<file path="config.mk">
export PLATFORM = sky130hd
export DESIGN_NAME = swint_redirect
export DESIGN_NICKNAME = d
export VERILOG_FILES = /design/src/rtl/swr_pkg.sv /design/src/rtl/swr_ctrl.sv /design/src/rtl/swr_datapath.sv /design/src/rtl/swint_redirect.sv
export SDC_FILE = /design/constraint.sdc
export NUM_CORES = 1
export LEC_CHECK = 0
export ABC_AREA = 1
export CAP_MARGIN = 20
export CORE_MARGIN = 2
export CORE_UTILIZATION = 40
export DETAILED_ROUTE_END_ITERATION = 12
export HOLD_SLACK_MARGIN = 0.05
export PLACE_DENSITY = 0.74
export SLEW_MARGIN = 20
export SYNTH_ARGS = -nofsm -noshare
export SYNTH_HDL_FRONTEND = slang
export SYNTH_HIERARCHICAL = 1
export SYNTH_SLANG_ARGS = --single-unit
export TNS_END_PERCENT = 1
</file>
<file path="constraint.sdc">
create_clock -name clk -period 1.7 [get_ports clk]
set_input_delay 0.255 -clock clk [delete_from_list [all_inputs] [get_ports clk]]
set_output_delay 0.255 -clock clk [all_outputs]
set_load 0.01 [all_outputs]
</file>
<file path="src/rtl/swr_pkg.sv">
package swr_pkg;
  typedef enum logic [1:0] {
    OUT_NONE = 2'b00,
    OUT_V86  = 2'b01,
    OUT_IDT  = 2'b10,
    OUT_GPF  = 2'b11
  } outcome_e;

  typedef struct packed {
    logic capture;
    logic startRead;
    logic finishDirect;
    logic finishLookup;
  } ctlStrobes_t;
endpackage

</file>
<file path="src/rtl/swr_ctrl.sv">
module swr_ctrl
  import swr_pkg::*;
(
  input  logic        clk,
  input  logic        rst,
  input  logic        reqValid,
  input  logic        needLookup,
  input  logic        memRdValid,
  output ctlStrobes_t strobes,
  output logic        reqReady,
  output logic        memRdEn
);
  typedef enum logic {ST_IDLE, ST_WAIT} state_e;
  state_e state;

  always_comb begin
    reqReady              = (state == ST_IDLE);
    memRdEn               = (state == ST_WAIT);
    strobes.capture       = reqValid && reqReady;
    strobes.startRead     = strobes.capture && needLookup;
    strobes.finishDirect  = strobes.capture && !needLookup;
    strobes.finishLookup  = memRdEn && memRdValid;
  end

  always_ff @(posedge clk) begin
    if (rst) begin
      state <= ST_IDLE;
    end else if (strobes.startRead) begin
      state <= ST_WAIT;
    end else if (strobes.finishLookup) begin
      state <= ST_IDLE;
    end
  end
endmodule

</file>
<file path="src/rtl/swr_datapath.sv">
module swr_datapath
  import swr_pkg::*;
#(
  parameter int ADDR_W = 32,
  parameter int ERR_W  = 16,
  parameter int VEC_W  = 8
) (
  input  logic              clk,
  input  logic              rst,
  input  ctlStrobes_t       strobes,
  input  logic [VEC_W-1:0]  reqVector,
  input  logic              reqIsHw,
  input  logic              v86Mode,
  input  logic              extEnable,
  input  logic [1:0]        ioPriv,
  input  logic [ADDR_W-1:0] permBase,
  input  logic [7:0]        memRdData,
  output logic              needLookup,
  output logic [ADDR_W-1:0] memRdAddr,
  output logic              resValid,
  output logic [1:0]        resCode,
  output logic [ADDR_W-1:0] resTableAddr,
  output logic [ERR_W-1:0]  resErrCode
);
  localparam int BIT_SEL_W    = 3;
  localparam int BITMAP_BYTES = (1 << VEC_W) / 8;
  localparam int ENTRY_SHIFT  = 2;

  logic [VEC_W-1:0]  vecQ;
  logic [1:0]        ioPrivQ;
  logic [ADDR_W-1:0] addrQ;
  outcome_e          directCode;
  outcome_e          lookupCode;
  logic              bitSet;

  always_comb begin
    needLookup = v86Mode && extEnable && !reqIsHw;
    if (!v86Mode || reqIsHw) begin
      directCode = OUT_IDT;
    end else begin
      directCode = (ioPriv == 2'd3) ? OUT_IDT : OUT_GPF;
    end
    bitSet = memRdData[vecQ[BIT_SEL_W-1:0]];
    if (!bitSet) begin
      lookupCode = OUT_V86;
    end else begin
      lookupCode = (ioPrivQ == 2'd3) ? OUT_IDT : OUT_GPF;
    end
  end

  always_ff @(posedge clk) begin
    if (rst) begin
      vecQ    <= '0;
      ioPrivQ <= '0;
      addrQ   <= '0;
    end else if (strobes.capture) begin
      vecQ    <= reqVector;
      ioPrivQ <= ioPriv;
      addrQ   <= permBase - ADDR_W'(BITMAP_BYTES)
               + ADDR_W'(reqVector[VEC_W-1:BIT_SEL_W]);
    end
  end

  always_ff @(posedge clk) begin
    if (rst) begin
      resValid     <= 1'b0;
      resCode      <= OUT_NONE;
      resTableAddr <= '0;
    end else begin
      resValid <= strobes.finishDirect || strobes.finishLookup;
      if (strobes.finishDirect) begin
        resCode      <= directCode;
        resTableAddr <= '0;
      end else if (strobes.finishLookup) begin
        resCode      <= lookupCode;
        resTableAddr <= (lookupCode == OUT_V86)
                      ? ADDR_W'({vecQ, {ENTRY_SHIFT{1'b0}}}) : '0;
      end
    end
  end

  assign memRdAddr  = addrQ;
  assign resErrCode = '0;
endmodule

</file>
<file path="src/rtl/swint_redirect.sv">
module swint_redirect
  import swr_pkg::*;
#(
  parameter int ADDR_W = 32,
  parameter int ERR_W  = 16
) (
  input  logic              clk,
  input  logic              rst,
  input  logic              reqValid,
  output logic              reqReady,
  input  logic [7:0]        reqVector,
  input  logic              reqIsHw,
  input  logic              v86Mode,
  input  logic              extEnable,
  input  logic [1:0]        ioPriv,
  input  logic [ADDR_W-1:0] permBase,
  output logic              memRdEn,
  output logic [ADDR_W-1:0] memRdAddr,
  input  logic [7:0]        memRdData,
  input  logic              memRdValid,
  output logic              resValid,
  output logic [1:0]        resCode,
  output logic [ADDR_W-1:0] resTableAddr,
  output logic [ERR_W-1:0]  resErrCode
);
  ctlStrobes_t strobes;
  logic        needLookup;

  swr_ctrl u_ctrl (
    .clk        (clk),
    .rst        (rst),
    .reqValid   (reqValid),
    .needLookup (needLookup),
    .memRdValid (memRdValid),
    .strobes    (strobes),
    .reqReady   (reqReady),
    .memRdEn    (memRdEn)
  );

  swr_datapath #(.ADDR_W(ADDR_W), .ERR_W(ERR_W), .VEC_W(8)) u_dp (
    .clk          (clk),
    .rst          (rst),
    .strobes      (strobes),
    .reqVector    (reqVector),
    .reqIsHw      (reqIsHw),
    .v86Mode      (v86Mode),
    .extEnable    (extEnable),
    .ioPriv       (ioPriv),
    .permBase     (permBase),
    .memRdData    (memRdData),
    .needLookup   (needLookup),
    .memRdAddr    (memRdAddr),
    .resValid     (resValid),
    .resCode      (resCode),
    .resTableAddr (resTableAddr),
    .resErrCode   (resErrCode)
  );
endmodule

</file>
==> run summary, run 1 <==
GRT
- antenna violations before repair: 0
- total gr overflow: 0
- maximum number of pins on one net before global-route repair: 24
- number of global-route vias before repair: 3683
- overall global routing resource usage: 0.215
- wire length of the first global-routing pass: 17200 µm

Clocking
- clock insertion delay at the later pin of the skew report: 0.31 ns
- CTS tree: built
- library cell used as clock root buffer: sky130_fd_sc_hd__clkbuf_8
- depth of the CTS H-tree: 2
- clock-pin slew on the worst setup and hold paths: 0.09 ns
- sinks on the clock net: 54
- maximum buffer depth of the clock tree: 2
- clock buffer count from CTS: 5
- hold buffer count at CTS: 0

Setup path
- terminus of the critical flop-to-flop path: u_dp/resTableAddr[7]$_SDFFE_PP0P_
- maximum fanout along the worst path: 6
- setup slack of the worst register-to-register path: 0.34 ns
- data arrival at the endpoint of the critical path: 1.95 ns
- nature of the critical path startpoint: primary input
- Reg-to-Reg Start: u_dp/vecQ[0]$_SDFFE_PP0P_
- CP required: 1.92 ns
- critical path class: in2reg
- number of cells on the worst reg-to-reg path: 7
- element type at the critical path end: flip-flop
- crit path launch: permBase[0]

Routing
- drt first-iter violations: 251
- total vias in the final route: 3988
- first drt pass iteration count: 5
- via count normalized by instance count: 4.80
- remaining routing DRC violations: 0
- aggregate routed wire length: 10800 µm
- average detailed-routed wire length per instance: 13.0 µm
- number of nets with antenna violations after detailed routing: 0

Synthesis
- post-synthesis average cell area: 6.31 µm²
- synthesized cell area: 3600 µm²
- warning count from the yosys run: 6
- instance count of the mapped netlist: 570

Cells and area
- Total Nets Final: 784
- utilization after layout: 0.594
- non-filler cells, final: 830
- number of antenna cells inserted: 0
- area growth from synthesis to final layout: 43.9%
- final standard cell area without fillers: 5180 µm²
- number of filler cells placed in the layout: 834
- share of cells above drive strength 1: 0.166

Timing
- clock tree skew after final layout: 0.0128 ns
- achievable clock frequency: 0.578 GHz
- setup_tns: -0.0569 ns
- number of max-slew violations in the final report: 0
- final critical delay including setup and external delays: 1.73 ns
- number of setup violations in the final report: 2
- final hold violation count: 0
- RSZ-0062 raised after global routing: true
- share of the clock period used by the worst path: 1.02
- Worst Slack Setup Final: -0.0310 ns

Placement
- HPWL after DPL: 8460 µm
- RD Place Congestion: 0.954
- Inst Count DP: 821
- quantity of I/O buffers inserted on ports: 101
- Cell Area, Placed: 4960 µm²

Power and ir drop
- Static Leak: 2.45 nW
- total chip power: 3.07 mW
- power density of the placed cells: 594 nW/µm²
- Max IR drop VDD: 0.000316 V

Floorplanning
- number of placement rows: 34
- core area: 8720 µm²
- initial core utilization: 0.412
- die boundary width: 98.8 µm
- count of pins on the block boundary: 142
- floorplan die height: 98.8 µm
- Die Area: 9760 µm²

Run status
- violated checks: setup timing
- result of the run: finished, violations left

Worst hold path
- origin of the worst min-delay path: reqVector[5]
- worst hold stages: 3
- terminating pin of the worst hold path: u_dp/vecQ[5]$_SDFFE_PP0P_
- Hold WC Path Type: in2reg

Job
- max-cap viol count: 0

==> final cells by class <==
| cell class | instances | area (µm²) | area share |
|---|---|---|---|
| sequential | 54 | 1080 | 0.209 |
| inverter | 83 | 312 | 0.0602 |
| tap | 108 | 135 | 0.0261 |
| clock inverter | 3 | 21.3 | 0.00411 |
| multi-input combinational | 418 | 2110 | 0.409 |
| timing repair buffer | 159 | 1440 | 0.279 |
| clock buffer | 5 | 68.8 | 0.0133 |
==> registers in the layout, summed over array words and instances (netlist names) <==
signal and cells:
u_dp/resTableAddr 8, u_dp/vecQ 8, u_ctrl/memRdEn 1, u_dp/ioPrivQ 2
u_dp/resValid 1, u_dp/memRdAddr 32, u_dp/resCode 2
==> where the power goes <==
part           switching, mW  total [mW]  leakage (nW)  internal [mW]
clock network          0.444       0.735        0.0441          0.291
logic                  0.480       0.937          1.96          0.457
registers             0.0512        1.40         0.447           1.35
total                  0.975        3.07          2.45           2.10
==> critical path, cell delays in order <==
cell and delay (ns):
sky130_fd_sc_hd__clkdlybuf4s50_1 0.40, sky130_fd_sc_hd__ha_2 0.19, sky130_fd_sc_hd__fa_2 0.34, sky130_fd_sc_hd__nand2_1 0.08, sky130_fd_sc_hd__nand2_2 0.08, sky130_fd_sc_hd__nand3_4 0.13, sky130_fd_sc_hd__nand3_4 0.13, sky130_fd_sc_hd__o21ai_1 0.17
sky130_fd_sc_hd__nand3_1 0.09, sky130_fd_sc_hd__nand2_1 0.06, sky130_fd_sc_hd__inv_1 0.03
==> layer usage <==
layer	GRT usage	vias to the layer above	part of all wire
li1	-	1997	-
met1	0.294	1817	0.45
met2	0.356	162	0.47
met3	0.0326	12	0.069
met4	0.0569	0	0.012
met5	0	-	0
==> what timing repair did <==
| action | CTS | global route |
|---|---|---|
| setup endpoints to repair | 25 | 28 |
| gates resized for setup | 33 | 17 |
| setup buffers | 1 | 0 |
| pin swaps | 10 | 5 |
==> placed cells by master (no fill, tap or decap), drive strengths merged, types with 6 or more instances in the layout <==
| master | count |
|---|---|
| o21ai | 42 |
| nand2 | 94 |
| conb | 40 |
| dfxtp | 54 |
| nor2 | 141 |
| clkdlybuf4s50 | 95 |
| nand3b | 6 |
| inv | 83 |
| o211ai | 8 |
| buf | 58 |
| nand3 | 42 |
| a21oi | 15 |
==> through the flow <==
step,hold slack [ns],setup slack [ns]
after floorplan,0.317,0.0580
after global placement,0.469,-0.483
after detailed placement,0.477,-0.551
after CTS,0.347,-0.0275
after global routing,0.335,-0.120
final,0.317,-0.0310
==> worst max-delay path by stage <==
stage                                      endpoint  slack [ns]  cells after the start
CTS                 u_dp/memRdAddr[12]$_SDFFE_PP0P_       -0.03                     11
floorplan           u_dp/memRdAddr[24]$_SDFFE_PP0P_        0.06                     10
detailed placement  u_dp/memRdAddr[24]$_SDFFE_PP0P_       -0.55                     11
global placement    u_dp/memRdAddr[19]$_SDFFE_PP0P_       -0.48                     10
global route        u_dp/memRdAddr[24]$_SDFFE_PP0P_       -0.12                     11
finish              u_dp/memRdAddr[16]$_SDFFE_PP0P_       -0.03                     11
Note: power is estimated with default switching activity, not from simulation.
==> run 2, diff against run 1 <==
REMOVE_ABC_BUFFERS = 1   (was unset)
==> run summary, run 2 (same netlist as run 1, synthesis figures left out) <==
Floorplanning
- die boundary width: 98.8 µm, unchanged
- count of pins on the block boundary: 142, unchanged
- floorplan die height: 98.8 µm, unchanged
- Die Area: 9760 µm², unchanged
- number of placement rows: 34, unchanged
- initial core utilization: 0.412, unchanged
- core area: 8720 µm², unchanged

Clocking
- clock-pin slew on the worst setup and hold paths: 0.10 ns, was 0.09 ns
- depth of the CTS H-tree: 2, unchanged
- maximum buffer depth of the clock tree: 2, unchanged
- library cell used as clock root buffer: sky130_fd_sc_hd__clkbuf_8, unchanged
- clock insertion delay at the later pin of the skew report: 0.31 ns, about the same
- CTS tree: built, unchanged
- sinks on the clock net: 54, unchanged
- hold buffer count at CTS: 0, unchanged
- clock buffer count from CTS: 5, unchanged

Setup path
- CP max-delay cell: sky130_fd_sc_hd__clkdlybuf4s50_1, unchanged
- critical path class: reg2out, was in2reg
- CP required: 1.44 ns, was 1.92 ns
- maximum fanout along the worst path: 6, unchanged
- element type at the critical path end: output port, was flip-flop
- Buffers & Inverters on Critical Path: 1, was 2
- number of cells on the worst reg-to-reg path: 6, was 7
- Levels on crit path: 1, was 11
- largest stage delay on the critical path: 0.60 ns, was 0.40 ns
- data arrival at the endpoint of the critical path: 1.40 ns, was 1.95 ns
- nature of the critical path startpoint: flip-flop, was primary input
- Crit path max-delay family: buffers and inverters, was simple AND/OR/NAND/NOR gates
- worst path cell trace: clkdlybuf4s50_1, was clkdlybuf4s50_1 > ha_2 > fa_2 > nand2_1 > nand2_2 > nand3_4 > nand3_4 > o21ai_1 > nand3_1 > nand2_1 > inv_1

Timing
- RSZ-0062 raised after global routing: true, unchanged
- achievable clock frequency: 0.604 GHz, was 0.578 GHz
- share of the clock period used by the worst path: 0.974, was 1.02
- number of max-slew violations in the final report: 0, unchanged
- final critical delay including setup and external delays: 1.66 ns, was 1.73 ns
- number of setup violations in the final report: 0, was 2
- final hold violation count: 0, unchanged
- clock tree skew after final layout: 0.00329 ns, was 0.0128 ns

GRT
- maximum number of pins on one net before global-route repair: 63, was 24
- number of global-route vias before repair: 3663, was 3683
- wire length of the first global-routing pass: 16700 µm, was 17200 µm
- overall global routing resource usage: 0.208, was 0.215
- antenna violations before repair: 1, was 0
- total gr overflow: 0, unchanged

Placement
- HPWL after DPL: 8020 µm, was 8460 µm
- RD Place Congestion: 0.900, was 0.954
- quantity of I/O buffers inserted on ports: 101, unchanged
- Inst Count DP: 822, was 821

Power and ir drop
- power density of the placed cells: 647 nW/µm², was 594 nW/µm²
- Static Leak: 2.51 nW, was 2.45 nW
- Max IR drop VDD: 0.000397 V, was 0.000316 V
- total chip power: 3.43 mW, was 3.07 mW

Routing
- aggregate routed wire length: 10500 µm, was 10800 µm
- number of nets with antenna violations after detailed routing: 0, unchanged
- total vias in the final route: 3950, was 3988
- drt first-iter violations: 163, was 251
- average detailed-routed wire length per instance: 12.6 µm, was 13.0 µm
- via count normalized by instance count: 4.74, was 4.80
- first drt pass iteration count: 5, unchanged
- remaining routing DRC violations: 0, unchanged

Run status
- result of the run: completed, was finished, violations left

Cells and area
- area growth from synthesis to final layout: 47.3%, was 43.9%
- number of filler cells placed in the layout: 834, unchanged
- Total Nets Final: 787, was 784
- non-filler cells, final: 834, was 830
- number of flip-flops under the largest register name: 32, unchanged
- leading cell type in the layout, fill and taps excluded: sky130_fd_sc_hd__nor2_1, unchanged
- commonest cells after routing, fill and taps aside: sky130_fd_sc_hd__nor2_1 (121), sky130_fd_sc_hd__clkdlybuf4s50_1 (96), sky130_fd_sc_hd__nand2_1 (85), sky130_fd_sc_hd__inv_1 (78), sky130_fd_sc_hd__buf_4 (58), was sky130_fd_sc_hd__nor2_1 (122), sky130_fd_sc_hd__clkdlybuf4s50_1 (95), sky130_fd_sc_hd__nand2_1 (86), sky130_fd_sc_hd__inv_1 (78), sky130_fd_sc_hd__buf_4 (58)
- share of cells above drive strength 1: 0.167, was 0.166

Job
- max-cap viol count: 0, unchanged

Worst hold path
- worst hold stages: 3, unchanged
- Hold WC Path Type: in2reg, unchanged

[run 2: layer usage]
metal  up-vias  track usage  share of wire
met3         9       0.0376          0.069
met1      1806        0.262           0.44
li1       1994            -              -
met4         0       0.0474         0.0093
met5         -            0              0
met2       141        0.367           0.48
[run 2: worst paths after layout]
check | slack [ns] | from | end
worst min-delay path | 0.31 | reqVector[7] | u_dp/vecQ[7]$_SDFFE_PP0P_
worst min register to register | 0.49 | u_dp/memRdAddr[10]$_SDFFE_PP0P_ | u_dp/memRdAddr[10]$_SDFFE_PP0P_
worst max register to register | 0.29 | u_ctrl/memRdEn$_SDFFE_PP0P_ | u_dp/resTableAddr[3]$_SDFFE_PP0P_
worst max-delay path | 0.04 | u_ctrl/memRdEn$_SDFFE_PP0P_ | memRdEn
[run 2: final cells by class]
cell class              instances  area, µm²  share of cell area
inverters                      83        312              0.0588
diodes                          1       2.50            0.000472
clock buffers                   6       82.6              0.0156
clock inverters                 2       60.1              0.0113
well taps                     108        135              0.0255
multi-input cells             418       2120               0.399
repair buffers                162       1510               0.285
flip-flops and latches         54       1080               0.204
[run 2: power by group]
group,switching [mW],internal [mW],total (mW)
Combinational,0.477,0.475,0.953
Sequential,0.0468,1.35,1.40
Clock,0.450,0.629,1.08
Total,0.974,2.45,3.43
[run 2: repair_timing]
action	4_1_cts	5_1_grt
resized for setup	25	16
endpoints found under the setup margin	22	21
pin swaps	9	3
buffers inserted	2	1
[run 2: through the flow]
step | util | setup TNS [ns] | hold slack (ns) | worst slack (ns) | instance area (µm²)
after floorplan | - | -54.77 | 0.317 | -1.82 | 3370
after global placement | 0.573 | -12.05 | 0.461 | -0.503 | 5000
after detailed placement | 0.573 | -12.77 | 0.470 | -0.538 | 5000
after CTS | 0.599 | 0 | 0.326 | 0.00400 | 5230
after global routing | 0.607 | -0.169 | 0.318 | -0.0408 | 5290
final | 0.607 | 0 | 0.315 | 0.0448 | 5300
==> run 3, diff against run 2 <==
CTS_CLUSTER_SIZE = 12   (was unset)
GPL_TIMING_DRIVEN = 0   (was unset)
==> run summary, run 3 (same netlist as run 1, synthesis figures left out) <==
Timing
- achievable clock frequency: 0.602 GHz, was 0.604 GHz
- final hold violation count: 0, unchanged
- final critical delay including setup and external delays: 1.66 ns, about the same
- RSZ-0062 raised after global routing: true, unchanged
- Worst-Margin Slew: 0.649 ns
- share of the clock period used by the worst path: 0.977, was 0.974
- relative max-transition margin: 0.567
- tightest hold margin: 0.325 ns, was 0.315 ns
- number of setup violations in the final report: 0, unchanged
- setup_tns: 0 ns, unchanged
- number of max-slew violations in the final report: 0, unchanged
- clock tree skew after final layout: 0.00632 ns, was 0.00329 ns
- Worst Slack Setup Final: 0.0383 ns, was 0.0448 ns

Floorplanning
- count of pins on the block boundary: 142, unchanged
- core area: 8720 µm², unchanged
- die boundary width: 98.8 µm, unchanged
- number of placement rows: 34, unchanged
- initial core utilization: 0.412, unchanged
- floorplan die height: 98.8 µm, unchanged
- Die Area: 9760 µm², unchanged

Placement
- Inst Count DP: 765, was 822
- Cell Area, Placed: 4560 µm², was 5000 µm²
- quantity of I/O buffers inserted on ports: 101, unchanged
- worst setup timing slack at the placement stage: -0.985 ns, was -0.538 ns
- HPWL after DPL: 7600 µm, was 8020 µm
- RD Place Congestion: 0.842, was 0.900

Routing
- average detailed-routed wire length per instance: 12.9 µm, was 12.6 µm
- number of nets with antenna violations after detailed routing: 0, unchanged
- drt first-iter violations: 162, was 163
- first drt pass iteration count: 4, was 5
- via count normalized by instance count: 4.83, was 4.74
- remaining routing DRC violations: 0, unchanged
- total vias in the final route: 3756, was 3950
- aggregate routed wire length: 10100 µm, was 10500 µm

Cells and area
- non-filler cells, final: 778, was 834
- number of flip-flops under the largest register name: 32, unchanged
- final standard cell area without fillers: 4850 µm², was 5300 µm²
- number of antenna cells inserted: 0, was 1
- share of cells above drive strength 1: 0.103, was 0.167
- area growth from synthesis to final layout: 34.8%, was 47.3%
- leading cell type in the layout, fill and taps excluded: sky130_fd_sc_hd__nor2_1, unchanged
- Total Nets Final: 732, was 787
- commonest cells after routing, fill and taps aside: sky130_fd_sc_hd__nor2_1 (123), sky130_fd_sc_hd__clkdlybuf4s50_1 (94), sky130_fd_sc_hd__nand2_1 (86), sky130_fd_sc_hd__inv_1 (77), sky130_fd_sc_hd__dfxtp_1 (53), was sky130_fd_sc_hd__nor2_1 (121), sky130_fd_sc_hd__clkdlybuf4s50_1 (96), sky130_fd_sc_hd__nand2_1 (85), sky130_fd_sc_hd__inv_1 (78), sky130_fd_sc_hd__buf_4 (58)

Setup path
- crit path launch: permBase[3], was u_ctrl/memRdEn$_SDFFE_PP0P_
- Reg-to-Reg Start: u_ctrl/memRdEn$_SDFFE_PP0P_, unchanged
- terminus of the critical flop-to-flop path: u_dp/resCode[0]$_SDFFE_PP0P_, was u_dp/resTableAddr[3]$_SDFFE_PP0P_
- data arrival at the endpoint of the critical path: 1.89 ns, was 1.40 ns
- critical path class: in2reg, was reg2out
- number of cells on the worst reg-to-reg path: 7, was 6
- maximum fanout along the worst path: 6, unchanged
- nature of the critical path startpoint: primary input, was flip-flop
- setup slack of the worst register-to-register path: 0.18 ns, was 0.29 ns
- CP required: 1.93 ns, was 1.44 ns
- element type at the critical path end: flip-flop, was output port

Worst hold path
- worst hold stages: 3, unchanged
- origin of the worst min-delay path: reqVector[6], was reqVector[7]
- Hold WC Path Type: in2reg, unchanged
- terminating pin of the worst hold path: u_dp/vecQ[6]$_SDFFE_PP0P_, was u_dp/vecQ[7]$_SDFFE_PP0P_

Power and ir drop
- share of total power in combinational logic: 0.284, was 0.278
- Switch Pwr: 0.977 mW, was 0.974 mW
- Max IR drop VDD: 0.000318 V, was 0.000397 V
- switch share: 0.322, was 0.284
- relative contribution of the clock network to total power: 0.256, was 0.315
- Static Leak: 2.21 nW, was 2.51 nW
- sequential group share of total power: 0.460, was 0.408
- power density of the placed cells: 626 nW/µm², was 647 nW/µm²
- Int Pwr: 2.06 mW, was 2.45 mW

Clocking
- hold buffer count at CTS: 0, unchanged
- clock buffer count from CTS: 5, unchanged
- clock-pin slew on the worst setup and hold paths: 0.11 ns, was 0.10 ns
- sinks on the clock net: 54, unchanged
- library cell used as clock root buffer: sky130_fd_sc_hd__clkbuf_8, unchanged
- CTS tree: built, unchanged
- depth of the CTS H-tree: 2, unchanged
- clock insertion delay at the later pin of the skew report: 0.31 ns, about the same
- maximum buffer depth of the clock tree: 2, unchanged

GRT
- total gr overflow: 0, unchanged
- overall global routing resource usage: 0.200, was 0.208
- wire length of the first global-routing pass: 16300 µm, was 16700 µm
- number of global-route vias before repair: 3588, was 3663
- maximum number of pins on one net before global-route repair: 34, was 63
- antenna violations before repair: 0, was 1

Run status
- result of the run: completed, unchanged

Job
- max-cap viol count: 0, unchanged

run 3: cell types whose count changed in the layout (fill, tap and decap cells not counted), sizes merged:
cell and delta:
buf -57, bufinv -2, clkbuf -1, clkdlybuf4s15 +1
clkdlybuf4s50 -2, clkinv +1, clkinvlp +3, diode -1
dlygate4sd2 +1, nor2 +1
run 3: timing repair:
item                       in CTS  in global routing
resized for setup              36                 16
buffers inserted                3                  0
pin swaps                       2                  2
setup endpoints to repair      51                 26
gates cloned                    2                  0
run 3: how the worst max path moves through the flow:
stage / end / slack [ns] / cells past startpoint
2_1_floorplan: u_dp/memRdAddr[13]$_SDFFE_PP0P_ / -1.82 / 6
3_3_place_gp: u_dp/memRdAddr[13]$_SDFFE_PP0P_ / -4.02 / 8
3_5_place_dp: u_dp/resCode[0]$_SDFFE_PP0P_ / -0.99 / 5
4_1_cts: u_dp/memRdAddr[21]$_SDFFE_PP0P_ / 0.0006 / 10
5_1_grt: u_dp/memRdAddr[19]$_SDFFE_PP0P_ / -0.04 / 10
6_report: u_dp/memRdAddr[22]$_SDFFE_PP0P_ / 0.04 / 11
run 3: metrics by stage:
stage | utilization | power [mW]
2_1_floorplan | - | 1.82
3_3_place_gp | 0.518 | 2.21
3_5_place_dp | 0.522 | 2.23
4_1_cts | 0.549 | 3.07
5_1_grt | 0.556 | 3.23
6_report | 0.556 | 3.04
run 3: per-layer routing:
metal	GRT usage	up-vias	wire length [µm]
met3	0.0326	8	617
met5	0	-	0
li1	-	1899	-
met4	0.0337	0	94
met1	0.249	1715	4430
met2	0.369	134	4910
run 3: cell type report:
class,count,area (µm²)
well taps,108,135
multi-input cells,419,2140
repair inverters,1,7.51
clock inverters,3,28.8
repair buffers,105,1060
flip-flops and latches,54,1080
fillers,895,3870
clock buffers,5,68.8
inverters,83,319
run 3: worst max-delay path: stages:
cell and delay [ns]:
sky130_fd_sc_hd__clkdlybuf4s50_1 0.48, sky130_fd_sc_hd__ha_4 0.31, sky130_fd_sc_hd__inv_1 0.04, sky130_fd_sc_hd__nand2_1 0.12, sky130_fd_sc_hd__nand3_4 0.17, sky130_fd_sc_hd__nand2_4 0.15
sky130_fd_sc_hd__inv_1 0.07, sky130_fd_sc_hd__nand3b_1 0.09, sky130_fd_sc_hd__nand3_1 0.08, sky130_fd_sc_hd__nand2_1 0.09, sky130_fd_sc_hd__inv_1 0.03
run 3: power groups by stage:
stage | Combinational, mW | Clock, mW | Sequential (mW)
after floorplan | 0.372 | 0 | 1.45
after global placement | 0.789 | 0 | 1.42
after detailed placement | 0.802 | 0 | 1.42
after CTS | 0.846 | 0.823 | 1.40
after global routing | 0.948 | 0.871 | 1.41
final | 0.863 | 0.777 | 1.40
